**src/rtl/mdio_mgmt_pkg.sv**
```systemverilog
package mdio_mgmt_pkg;

    localparam int DIV_W   = 8;
    localparam int DAT_W   = 16;
    localparam int FLD_W   = 5;
    localparam int FRM_W   = 2 + 2 + 2*FLD_W + 2 + DAT_W;   // 32 bit frame body
    localparam int PRE_LEN = FRM_W;                         // preamble equals body length
    localparam int BCNT_W  = $clog2(FRM_W + PRE_LEN);
    localparam int POS_W   = $clog2(FRM_W);
    localparam int TA_HI   = DAT_W + 1;
    localparam int TA_LO   = DAT_W;
    localparam int BADR_W  = 4;

    localparam logic [BADR_W-1:0] OFS_STAT = 4'd12;
    localparam logic [BADR_W-1:0] OFS_CTRL = 4'd13;
    localparam logic [BADR_W-1:0] OFS_DATA = 4'd14;
    localparam logic [BADR_W-1:0] OFS_ADDR = 4'd15;

    typedef enum logic [1:0] {
        K_ADDR  = 2'd0,
        K_WRITE = 2'd1,
        K_READ  = 2'd2
    } kind_e;

    typedef struct packed {
        kind_e              kind;
        logic               c45;
        logic               no_pre;
        logic [FLD_W-1:0]   port;
        logic [FLD_W-1:0]   dev;
        logic [DAT_W-1:0]   data;
    } cmd_t;

    // Assemble start, opcode, port, device, turnaround and payload.
    function automatic logic [FRM_W-1:0] build_frame(cmd_t c);
        logic [1:0] st;
        logic [1:0] op;
        st = c.c45 ? 2'b00 : 2'b01;
        unique case (c.kind)
            K_ADDR:  op = 2'b00;
            K_WRITE: op = 2'b01;
            default: op = c.c45 ? 2'b11 : 2'b10;
        endcase
        return {st, op, c.port, c.dev, 2'b10, c.data};
    endfunction

endpackage

```
**src/rtl/mdio_mgmt_clkgen.sv**
```systemverilog
module mdio_mgmt_clkgen
    import mdio_mgmt_pkg::*;
(
    input  logic             clk,
    input  logic             rst,
    input  logic             run,
    input  logic [DIV_W-1:0] div,
    output logic             mdc,
    output logic             rise_tick,
    output logic             fall_tick
);
    logic [DIV_W-1:0] cnt;
    logic [DIV_W-1:0] half;
    logic             tick;

    assign half      = (div == '0) ? DIV_W'(1) : div;
    assign tick      = run && (cnt == half - DIV_W'(1));
    assign rise_tick = tick & ~mdc;
    assign fall_tick = tick & mdc;

    always_ff @(posedge clk) begin
        if (rst || !run) begin
            cnt <= '0;
            mdc <= 1'b0;
        end else if (tick) begin
            cnt <= '0;
            mdc <= ~mdc;
        end else begin
            cnt <= cnt + DIV_W'(1);
        end
    end
endmodule

```
**src/rtl/mdio_mgmt_seq.sv**
```systemverilog
module mdio_mgmt_seq
    import mdio_mgmt_pkg::*;
(
    input  logic             clk,
    input  logic             rst,
    input  logic             start,
    input  cmd_t             cmd_in,
    input  logic             rise_tick,
    input  logic             fall_tick,
    input  logic             mdio_i,
    output logic             active,
    output kind_e            cur_kind,
    output logic             mdio_o,
    output logic             mdio_oe,
    output logic             done,
    output logic [DAT_W-1:0] rx_data,
    output logic             rx_err
);
    cmd_t              cmd_q;
    logic [FRM_W-1:0]  frame_q;
    logic [BCNT_W-1:0] bcnt;
    logic [POS_W-1:0]  pos;
    logic              in_frame;
    logic              last;
    logic              listen;
    logic              unused_seq;

    // Preamble and body have equal length, so the low counter bits index the body.
    assign pos      = ~bcnt[POS_W-1:0];
    assign in_frame = cmd_q.no_pre | bcnt[BCNT_W-1];
    assign last     = in_frame & (&bcnt[POS_W-1:0]);
    assign listen   = (cmd_q.kind == K_READ) && in_frame && (pos <= POS_W'(TA_HI));
    assign mdio_o   = in_frame ? frame_q[pos] : 1'b1;
    assign mdio_oe  = active & ~listen;
    assign done     = active & fall_tick & last;
    assign cur_kind = cmd_q.kind;
    assign unused_seq = ^{cmd_q.c45, cmd_q.port, cmd_q.dev, cmd_q.data};

    always_ff @(posedge clk) begin
        if (rst) begin
            active  <= 1'b0;
            cmd_q   <= '0;
            frame_q <= '0;
            bcnt    <= '0;
            rx_data <= '0;
            rx_err  <= 1'b0;
        end else if (start && !active) begin
            active  <= 1'b1;
            cmd_q   <= cmd_in;
            frame_q <= build_frame(cmd_in);
            bcnt    <= '0;
            rx_data <= '0;
            rx_err  <= 1'b0;
        end else if (active) begin
            if (rise_tick && listen) begin
                if (pos == POS_W'(TA_LO))
                    rx_err <= mdio_i;
                else if (pos < POS_W'(TA_LO))
                    rx_data <= {rx_data[DAT_W-2:0], mdio_i};
            end
            if (fall_tick) begin
                if (last) active <= 1'b0;
                else      bcnt   <= bcnt + BCNT_W'(1);
            end
        end
    end
endmodule

```
**src/rtl/mdio_mgmt_master.sv**
```systemverilog
module mdio_mgmt_master
    import mdio_mgmt_pkg::*;
(
    input  logic        clk,
    input  logic        rst,
    input  logic        bus_we,
    input  logic [3:0]  bus_addr,
    input  logic [31:0] bus_wdata,
    output logic [31:0] bus_rdata,
    output logic        mdc,
    output logic        mdio_o,
    output logic        mdio_oe,
    input  logic        mdio_i
);
    logic [DIV_W-1:0] div_q;
    logic             c45_q, err_q;
    logic [FLD_W-1:0] dev_q, port_q;
    logic             nopre_q, scan_q, pinc_q;
    logic [DAT_W-1:0] dat_q, adr_q;

    logic             busy, done, rx_err, data_busy;
    logic [DAT_W-1:0] rx_data;
    kind_e            cur_kind;
    logic             rise_t, fall_t;
    logic             wr_ok, start;
    cmd_t             cmd;
    logic             unused_bits;

    assign wr_ok       = bus_we & ~busy;
    assign data_busy   = busy & (cur_kind != K_ADDR);
    assign unused_bits = ^{bus_wdata[31:16], bus_wdata[13:12], bus_wdata[7], bus_wdata[5:0]};

    always_comb begin
        start       = 1'b0;
        cmd.kind    = K_WRITE;
        cmd.c45     = c45_q;
        cmd.no_pre  = nopre_q;
        cmd.port    = port_q;
        cmd.dev     = dev_q;
        cmd.data    = bus_wdata[DAT_W-1:0];
        if (wr_ok) begin
            unique case (bus_addr)
                OFS_CTRL: begin
                    cmd.port   = bus_wdata[2*FLD_W-1:FLD_W];
                    cmd.dev    = bus_wdata[FLD_W-1:0];
                    cmd.no_pre = bus_wdata[10];
                    cmd.kind   = K_READ;
                    cmd.data   = '0;
                    start      = bus_wdata[15];
                end
                OFS_DATA: start = 1'b1;
                OFS_ADDR: begin
                    cmd.kind = K_ADDR;
                    start    = c45_q;
                end
                default: start = 1'b0;
            endcase
        end
    end

    always_ff @(posedge clk) begin
        if (rst) begin
            div_q   <= '0;
            c45_q   <= 1'b0;
            err_q   <= 1'b0;
            dev_q   <= '0;
            port_q  <= '0;
            nopre_q <= 1'b0;
            scan_q  <= 1'b0;
            pinc_q  <= 1'b0;
            dat_q   <= '0;
            adr_q   <= '0;
        end else begin
            if (wr_ok) begin
                unique case (bus_addr)
                    OFS_STAT: begin
                        div_q <= bus_wdata[15:8];
                        c45_q <= bus_wdata[6];
                    end
                    OFS_CTRL: begin
                        dev_q   <= bus_wdata[FLD_W-1:0];
                        port_q  <= bus_wdata[2*FLD_W-1:FLD_W];
                        nopre_q <= bus_wdata[10];
                        scan_q  <= bus_wdata[11];
                        pinc_q  <= bus_wdata[14];
                    end
                    OFS_DATA: dat_q <= bus_wdata[DAT_W-1:0];
                    OFS_ADDR: adr_q <= bus_wdata[DAT_W-1:0];
                    default: ;
                endcase
            end
            if (done && cur_kind == K_READ) begin
                dat_q <= rx_err ? '1 : rx_data;
                err_q <= rx_err;
            end
        end
    end

    always_comb begin
        unique case (bus_addr)
            OFS_STAT: bus_rdata = {16'b0, div_q, 1'b0, c45_q, 4'b0, err_q, busy};
            OFS_CTRL: bus_rdata = {16'b0, 1'b0, pinc_q, 2'b0, scan_q, nopre_q, port_q, dev_q};
            OFS_DATA: bus_rdata = {data_busy, 15'b0, dat_q};
            OFS_ADDR: bus_rdata = {16'b0, adr_q};
            default:  bus_rdata = '0;
        endcase
    end

    mdio_mgmt_clkgen u_clk (
        .clk       (clk),
        .rst       (rst),
        .run       (busy),
        .div       (div_q),
        .mdc       (mdc),
        .rise_tick (rise_t),
        .fall_tick (fall_t)
    );

    mdio_mgmt_seq u_seq (
        .clk       (clk),
        .rst       (rst),
        .start     (start),
        .cmd_in    (cmd),
        .rise_tick (rise_t),
        .fall_tick (fall_t),
        .mdio_i    (mdio_i),
        .active    (busy),
        .cur_kind  (cur_kind),
        .mdio_o    (mdio_o),
        .mdio_oe   (mdio_oe),
        .done      (done),
        .rx_data   (rx_data),
        .rx_err    (rx_err)
    );
endmodule

```
**config.mk**
```make
export PLATFORM = sky130hd
export DESIGN_NAME = mdio_mgmt_master
export DESIGN_NICKNAME = d
export VERILOG_FILES = /design/src/rtl/mdio_mgmt_pkg.sv /design/src/rtl/mdio_mgmt_clkgen.sv /design/src/rtl/mdio_mgmt_seq.sv /design/src/rtl/mdio_mgmt_master.sv
export SDC_FILE = /design/constraint.sdc
export NUM_CORES = 1
export LEC_CHECK = 0
export ABC_AREA = 1
export BUFFER_PORTS_ARGS = -buffer_cell sky130_fd_sc_hd__buf_4
export CORE_AREA = 2 2 119 121
export DETAILED_ROUTE_END_ITERATION = 7
export DIE_AREA = 0 0 121 123
export GPL_TIMING_DRIVEN = 0
export PLACE_DENSITY = 0.66
export SLEW_MARGIN = 40
export SYNTH_ARGS = -nofsm -noshare
export SYNTH_HDL_FRONTEND = slang
export SYNTH_SLANG_ARGS = --single-unit
```
**constraint.sdc**
```tcl
create_clock -name clk -period 6.2 [get_ports clk]
set_input_delay 0.62 -clock clk [delete_from_list [all_inputs] [get_ports clk]]
set_output_delay 0.62 -clock clk [all_outputs]
set_load 0.01 [all_outputs]
```
==> results by group, run 1 <==
Critical path
  – Crit Path Class: flip-flop to primary output
  – CP max FO: 9
  – R2r setup slk: 3190 ps
  – CP Capture Type: primary output
  – CP Launch Type: flip-flop
  – Worst EP required: about 5600 ps
  – Data arrival, critical path: about 2500 ps
  – Crit path from: u_seq.bcnt[1]
  – FF-to-FF Start: div_q[5]

Final layout
  – Share of layout cells above drive strength 1: between 10% and 20%
  – Fin nets: 960
  – Fin util: 52.3%
  – Multi-input combinational cell area: a little under 3000 sq um
  – Non-Filler Instances: 1107
  – Ant diodes: 0
  – Synthesis-to-finish area growth: 20.8%
  – Fill count: 1371
  – Register Area: around 2400 sq um
  – Post-route cell area: between 7000 and 8000 sq um

Status
  – Status: finished, final reports clean

Placed design
  – Detailed Place HPWL: ~13000 microns
  – RD Place Congestion: about 0.88
  – Placed insts: 1076
  – IO Port Bufs: 42
  – Instance area at placement: 6480 sq um

Timing
  – Fin Clk Skew: 4.75 ps
  – Fmax: approximately 0.32 GHz
  – Period minus WS final: about 3100 ps
  – Final Hold Viols: 0
  – Worst rel slew slack: approximately 60%
  – Final Slew Violations: 0
  – RSZ-0062 raised after global routing: no
  – Setup Viol. Count Final: 0
  – Final worst path period share: about half
  – WHS: 455 ps
  – Worst Max-Slew Pin Slew: approximately 600 ps
  – Total negative setup slack: 0 ps

Die
  – Num rows: 43
  – DIE AREA: roughly 15000 sq um
  – I/O pin total: 75
  – Die width: roughly 120 microns
  – Area of the core: 13600 sq um
  – Initial Utilization: between 40% and 50%
  – Die Height: 123 microns

GRT
  – GRT overflow: 0
  – Antenna violations before repair: 0
  – Largest net degree at the start of global routing: 17
  – First-pass GRT wire length: 27500 microns
  – Vias in the first global route: 4978
  – GRT Overall Usage: between 20% and 30%

Drt
  – DR vias: approximately 5700
  – Pre-Repair DR Iteration Count: 6
  – WL/cell: between 15 and 20 microns
  – Final WL: 17700 microns
  – Initial DRC count: approximately 630
  – Drc violations: 0
  – DRT antenna net count: 0
  – Vias/cell: a little over 5

Worst hold path
  – Hold_sp: err_q
  – Hold Path Class: flip-flop to flip-flop

Power
  – Clk pwr share: 52.9%
  – Internal power: 1550 uW
  – Power Dens Cells: roughly 280 nW/um^2
  – Leakage: around 0.003 uW
  – Switching Share: ~22%
  – Register share of total power: roughly 40%
  – P_sw: 441 uW
  – Logic pwr share: ~7%
  – Worst vdd ir: 0.000239 V

Synthesis
  – Synthesized cell area: 5890 sq um
  – Yosys warns: 0
  – Seq cells post-synth: between 100 and 150
  – Share of flip-flops with an asynchronous set or reset: 0%
  – Avg Synthesized Cell Area: approximately 7 sq um
  – Seq/Total Area, Yosys: about two fifths
  – EDFF count, synth: 0
  – Top_reg_cell synth: dfxtp_1
  – Post-synth cell types: roughly 40
  – Post-Syn Instances: 840

CTS
  – CTS Buffer Depth: 2
  – CTS sink cnt: 120
  – Post-CTS Hold Buffers: 0
  – TritonCTS buffer count: 17
  – CTS tree: built
  – Post_cts resized: 0
  – Worst-skew pair later-pin latency: between 400 and 500 ps
  – Root Driver: clkbuf_16
  – CTS HTree Levels: 4
  – Clk pin slew, worst setup/hold paths: ~50 ps
  – Post-CTS Setup Bufs: 0

Flow run
  – Max_cap viols: 0
[worst max-delay path, cell delays in order, from the launching register on]
cell and delay, ps:
dfxtp_1 340, buf_2 250, inv_1 150, nor2_1 450, inv_1 120, o211ai_1 180, nand2_1 70, a31oi_1 160
o21ai_0 140, nand3_1 130, buf_4 120
[registers in the layout, summed over array words and instances (netlist names), 2 cells and up]
signal,flops
adr_q,16
dat_q,16
dev_q,5
div_q,8
port_q,5
u_clk.cnt,8
u_seq.bcnt,6
u_seq.cur_kind,2
u_seq.frame_q,29
u_seq.rx_data,16
[power by group through the flow]
| stage | combinational, uW | sequential, uW | clock (uW) |
|---|---|---|---|
| 6_report | 142 | 793 | 1050 |
| 3_3_place_gp | 138 | 809 | 0 |
| 3_5_place_dp | 139 | 809 | 0 |
| 2_1_floorplan | 91.4 | 807 | 0 |
| 5_1_grt | 157 | 794 | 1090 |
| 4_1_cts | 140 | 793 | 1060 |
[synth_stat cells, types with 4 or more instances]
| cell type | n | share of area [%] |
|---|---|---|
| a21oi_1 | 47 | 4.0 |
| a221oi_1 | 7 | 1.0 |
| a22oi_1 | 5 | 0.64 |
| a31oi_1 | 4 | 0.42 |
| buf_2 | 7 | 0.59 |
| buf_4 | 17 | 2.2 |
| clkbuf_1 | 26 | 1.7 |
| clkinv_1 | 6 | 0.38 |
| dfxtp_1 | 120 | 41 |
| ha_1 | 5 | 1.1 |
| inv_1 | 79 | 5.0 |
| inv_2 | 5 | 0.32 |
| nand2_1 | 149 | 9.5 |
| nand2_2 | 6 | 0.64 |
| nand3_1 | 69 | 5.9 |
| nand4_1 | 9 | 0.96 |
| nor2_1 | 121 | 7.7 |
| nor2_4 | 4 | 0.76 |
| nor3_1 | 5 | 0.42 |
| o211ai_1 | 7 | 0.89 |
| o21ai_0 | 72 | 6.1 |
| o221ai_1 | 4 | 0.59 |
| o22a_1 | 8 | 1.2 |
| o22ai_1 | 8 | 0.85 |
| or2_2 | 16 | 1.7 |
| xnor2_1 | 4 | 0.59 |
| xor2_1 | 6 | 0.89 |
[cell usage in the layout (no fill, tap or decap), types with 5 or more instances in the layout]
| cell | Yosys | final |
|---|---|---|
| nand2_1 | 149 | 149 |
| nor2_1 | 121 | 121 |
| dfxtp_1 | 120 | 120 |
| inv_1 | 79 | 79 |
| o21ai_0 | 72 | 72 |
| nand3_1 | 69 | 69 |
| buf_4 | 17 | 59 |
| a21oi_1 | 47 | 47 |
| clkbuf_1 | 26 | 28 |
| clkbuf_16 | 0 | 17 |
| or2_2 | 16 | 16 |
| conb_1 | 1 | 15 |
| nand4_1 | 9 | 9 |
| o22ai_1 | 8 | 8 |
| o22a_1 | 8 | 8 |
| buf_2 | 7 | 7 |
| o211ai_1 | 7 | 7 |
| a221oi_1 | 7 | 7 |
| clkinv_1 | 6 | 6 |
| nand2_2 | 6 | 6 |
| xor2_1 | 6 | 6 |
| nor3_1 | 5 | 5 |
| inv_2 | 5 | 5 |
| a22oi_1 | 5 | 5 |
| ha_1 | 5 | 5 |
[area by class of cell]
type	instances	area share, %
plain buffers	55	4.13
clock buffers	23	6.86
clock inverters	8	2.00
inverters	90	4.75
multi-input cells	589	40.9
flip-flops and latches	120	33.8
well taps	180	3.17
repair buffers	42	4.43
[through the flow]
stage	power [uW]	setup WS, ps
floorplan	898	3680
global placement	947	3220
detailed placement	948	3210
CTS	1990	3100
global route	2040	2860
finish	1990	3060
[routing by layer]
layer / part of all wire [%] / vias up / track usage [%]
li1: - / 2885 / -
met3: 6.0 / 30 / 5.21
met5: 0 / - / 0
met2: 45 / 175 / 36.6
met1: 47 / 2631 / 34.7
met4: 2.6 / 0 / 8.14
[worst paths after layout]
kind | endpoint | cells after the start
worst max-delay path | mdio_o | 10
worst min-delay path | err_q | 2
worst max register to register | dat_q[12] | 18
worst min register to register | err_q | 2
[cells by family after synthesis]
group | synth area share (%)
other | 0.0637
adder cells (fa/ha/maj) | 1.06
flip-flops | 40.8
buffers and inverters | 10.7
AO/OA/AOI/OAI | 17.1
XOR/XNOR | 1.49
AND/OR/NAND/NOR | 28.8
No activity file was read; power rests on OpenSTA's default activity.
==> inputs of run 2 (changes only) <==
--- a/config.mk
+++ b/config.mk
@@ -5,11 +5,11 @@
 export SDC_FILE = /design/constraint.sdc
 export NUM_CORES = 1
 export LEC_CHECK = 0
-export ABC_AREA = 1
+export ABC_AREA = 0
 export BUFFER_PORTS_ARGS = -buffer_cell sky130_fd_sc_hd__buf_4
-export CORE_AREA = 2 2 119 121
+export CORE_AREA = 2 2 117 119
 export DETAILED_ROUTE_END_ITERATION = 7
-export DIE_AREA = 0 0 121 123
+export DIE_AREA = 0 0 119 121
 export GPL_TIMING_DRIVEN = 0
 export PLACE_DENSITY = 0.66
 export SLEW_MARGIN = 40
==> constraint.sdc (replaced) <==
create_clock -name clk -period 3 [get_ports clk]
set_input_delay 0.3 -clock clk [delete_from_list [all_inputs] [get_ports clk]]
set_output_delay 0.3 -clock clk [all_outputs]
set_load 0.01 [all_outputs]
==> results by group, run 2 <==
Critical path
  – Crit Path Class: flip-flop to primary output (unchanged)
  – CP Capture Type: primary output (unchanged)
  – Max incr delay on CP: 530 ps (was 450 ps)
  – Worst EP required: 2700 ps (was 5580 ps)
  – R2R depth: 10 (was 18)
  – FF-to-FF Start: div_q[5] (unchanged)
  – Data arrival, critical path: 2530 ps (was 2520 ps)
  – CP max FO: 10 (was 9)
  – Most common cell on crit path: mux4_2 (was inv_1)
  – CP Launch Type: flip-flop (unchanged)
  – R2r setup slk: 200 ps (was 3190 ps)
  – Slowest-stage cell, CP: mux4_2 (was nor2_1)
  – Reg2Reg Capture Point: dat_q[7] (was dat_q[12])
  – Ordered list of cells on the worst path: clkbuf_4 -> mux4_2 -> mux4_2 -> mux2i_1 -> o21ai_0 -> buf_4 (was buf_2 -> inv_1 -> nor2_1 -> inv_1 -> o211ai_1 -> nand2_1 -> a31oi_1 -> o21ai_0 -> nand3_1 -> buf_4)

Die
  – DIE AREA: 14400 sq um (was 14900 sq um)
  – Initial Utilization: 43.5% (was 43.3%)
  – I/O pin total: 75 (unchanged)
  – Die width: 119 microns (was 121 microns)
  – Area of the core: 13100 sq um (was 13600 sq um)
  – Num rows: 42 (was 43)
  – Die Height: 121 microns (was 123 microns)

Final layout
  – Ant diodes: 0 (unchanged)
  – Largest Register: u_seq.frame_q (unchanged)
  – Fin nets: 743 (was 960)
  – Most frequent cells in the layout: dfxtp_1, nand2_1, buf_4 (was nand2_1, nor2_1, dfxtp_1)
  – Synthesis-to-finish area growth: 22.8% (was 20.8%)
  – Max reg flops: 29 (unchanged)
  – Post-route cell area: 6990 sq um (was 7110 sq um)
  – Fill count: 1176 (was 1371)
  – Most common cell after layout, fill and taps aside: dfxtp_1 (was nand2_1)
  – Share of layout cells above drive strength 1: 20.4% (was 14.5%)
  – Non-Filler Instances: 887 (was 1107)

CTS
  – Worst-skew pair later-pin latency: 410 ps (was 420 ps)
  – Root Driver: clkbuf_16 (unchanged)
  – Clk pin slew, worst setup/hold paths: 60 ps (was 50 ps)
  – TritonCTS buffer count: 17 (unchanged)
  – CTS sink cnt: 120 (unchanged)
  – CTS HTree Levels: 4 (unchanged)
  – Post-CTS Hold Buffers: 0 (unchanged)
  – CTS tree: built (unchanged)
  – CTS Buffer Depth: 2 (unchanged)

Power
  – Switching Share: 23.1% (was 22.2%)
  – Register share of total power: 40.3% (was 39.9%)
  – Clk pwr share: 53.1% (was 52.9%)
  – Power Dens Cells: 578 nW/um^2 (was 279 nW/um^2)
  – Internal power: 3100 uW (was 1550 uW)
  – Worst vdd ir: 0.000504 V (was 0.000239 V)
  – P_sw: 933 uW (was 441 uW)
  – Leakage: 0.00256 uW (was 0.00308 uW)
  – Logic pwr share: 6.5% (was 7.1%)

GRT
  – GR Layer Usage met3: 5.26% (was 5.21%)
  – Largest net degree at the start of global routing: 17 (unchanged)
  – First-pass GRT wire length: 25400 microns (was 27500 microns)
  – GRT Overall Usage: 22.7% (was 24.4%)
  – Global-route met1 utilization: 28.1% (was 34.7%)
  – Vias in the first global route: 4936 (was 4978)
  – Antenna violations before repair: 0 (unchanged)
  – Met2 global-route usage: 37.5% (was 36.6%)
  – Busiest grt layer: met2 (unchanged)
  – GRT overflow: 0 (unchanged)

Drt
  – Initial DRC count: 410 (was 629)
  – Vias/cell: 5.72 (was 5.17)
  – DRT antenna net count: 0 (unchanged)
  – WL/cell: 18.0 microns (was 16.0 microns)
  – Drc violations: 0 (unchanged)
  – Final WL: 16000 microns (was 17700 microns)
  – Pre-Repair DR Iteration Count: 5 (was 6)
  – DR vias: 5071 (was 5721)

Synthesis
  – Post-synth top cells: dfxtp_1, nand2_1, a21oi_1 (was nand2_1, nor2_1, dfxtp_1)
  – Leading area contributor after synthesis: dfxtp_1 (unchanged)
  – Synthesized cell area: 5690 sq um (was 5890 sq um)
  – Avg Synthesized Cell Area: 9.18 sq um (was 7.01 sq um)
  – Share of flip-flops with an asynchronous set or reset: 0% (unchanged)
  – Seq cells post-synth: 120 (unchanged)
  – Share of the synthesized area in the top cell type: 42.2% (was 40.8%)
  – Top_reg_cell synth: dfxtp_1 (unchanged)
  – EDFF count, synth: 0 (unchanged)
  – Top-count cell post-synth: dfxtp_1 (was nand2_1)
  – Synth top area cells: dfxtp_1, nand2_1, mux2i_1, mux4_2, a21oi_1 (was dfxtp_1, nand2_1, nor2_1, o21ai_0, nand3_1)
  – Seq/Total Area, Yosys: 42.2% (was 40.8%)
  – Post-Syn Instances: 620 (was 840)
  – Yosys warns: 0 (unchanged)
  – Post-synth cell types: 54 (was 41)

Worst hold path
  – Hold path cells: 2 (unchanged)
  – Worst Hold End: u_seq.frame_q[1] (was err_q)
  – Hold Path Class: input port to flip-flop (was flip-flop to flip-flop)
  – Hold_sp: bus_wdata[1] (was err_q)

Timing
  – Worst Max-Slew Pin Slew: 747 ps (was 587 ps)
  – Worst rel slew slack: 50.2% (was 60.8%)
  – Period minus WS final: roughly 2800 ps
  – Final worst path period share: approximately 94%
  – Fmax: between 0.3 and 0.4 GHz
  – Final Hold Viols: 0 (unchanged)
  – Setup Viol. Count Final: 0 (unchanged)
  – Final Slew Violations: 0 (unchanged)
  – Total negative setup slack: 0 ps (unchanged)
  – Fin Clk Skew: 5.15 ps (was 4.75 ps)

Status
  – Status: finished, final reports clean (unchanged)

Placed design
  – Detailed Place HPWL: 11700 microns (was 12900 microns)
  – Placed insts: 853 (was 1076)
  – RD Place Congestion: 0.917 (was 0.877)
  – IO Port Bufs: 43 (was 42)
  – Instance area at placement: 6280 sq um (was 6480 sq um)

Flow run
  – Max_cap viols: 0 (unchanged)
run 2: cell count changes in the layout (fill, tap and decap cells not counted), moves of 37 or more:
cell / change
nor2_1: -87
inv_1: -68
o21ai_0: -63
nand2_1: -50
nand3_1: -47
mux2i_1: +37
run 2: worst max-delay path by stage:
stage | start | to | slack [ps] | depth (start not counted)
CTS | div_q[2] | dat_q[14] | 30 | 11
floorplan | div_q[4] | u_seq.bcnt[3] | 70 | 11
detailed placement | div_q[4] | u_clk.cnt[5] | -450 | 11
global placement | div_q[4] | u_clk.cnt[6] | -400 | 11
global route | div_q[3] | dat_q[8] | -10 | 11
finish | u_seq.bcnt[0] | mdio_o | 170 | 6
run 2: per-layer routing:
layer / wire [microns] / up-vias
li1: - / 2375
met1: 6750 / 2441
met2: 7590 / 211
met3: 1050 / 44
met4: 566 / 0
met5: 0 / -
run 2: critical path: cells and delay by family (launching register included):
family | cells | cell delay (ps)
muxes | 3 | 1170
DFF | 1 | 420
buffers and inverters | 2 | 410
AOI/OAI and AO/OA | 1 | 120
run 2: layout make-up:
class | count | area, sq um | share of cell area (%)
Timing Repair Buffer | 48 | 360 | 5.16
Tap cell | 176 | 220 | 3.15
Sequential cell | 120 | 2410 | 34.5
Buffer | 55 | 285 | 4.08
Clock inverter | 15 | 201 | 2.88
Clock buffer | 17 | 425 | 6.09
Inverter | 11 | 41.3 | 0.591
Multi-Input combinational cell | 445 | 3050 | 43.6
run 2: what timing repair did:
item / CTS / global route
setup endpoints to repair: 51 / 49
cloned: 0 / 0
resized for setup: 11 / 8
setup buffers: 4 / 1
pin swaps: 3 / 2
run 2: cell families (layout without fill, tap and decap cells):
| family | Yosys count | in the layout | share of synthesized area (%) |
|---|---|---|---|
| AND/OR/NAND/NOR | 219 | 219 | 18.4 |
| AO/OA/AOI/OAI | 133 | 133 | 16.2 |
| flip-flops | 120 | 120 | 42.2 |
| buffers and inverters | 69 | 146 | 5.74 |
| multiplexers | 61 | 61 | 14.4 |
| XOR/XNOR | 12 | 12 | 1.85 |
| adder cells (fa/ha/maj) | 5 | 5 | 1.10 |
| other | 1 | 15 | 0.0659 |
run 2: metrics by stage:
stage | power [uW] | worst slack, ps | util, % | hold slack [ps]
after floorplan | 1810 | 66.0 | - | 426
after global placement | 1910 | -396 | 48.0 | 439
after detailed placement | 1910 | -451 | 48.0 | 448
after CTS | 4040 | 30.5 | 53.2 | 143
after global routing | 4150 | -10.4 | 53.4 | 156
final | 4040 | 167 | 53.4 | 156
run 2: power groups by stage:
stage | combinational (uW) | clock, uW | sequential (uW)
4_1_cts | 255 | 2160 | 1630
6_report | 263 | 2140 | 1630
3_3_place_gp | 246 | 0 | 1660
3_5_place_dp | 251 | 0 | 1660
5_1_grt | 280 | 2250 | 1630
2_1_floorplan | 157 | 0 | 1660
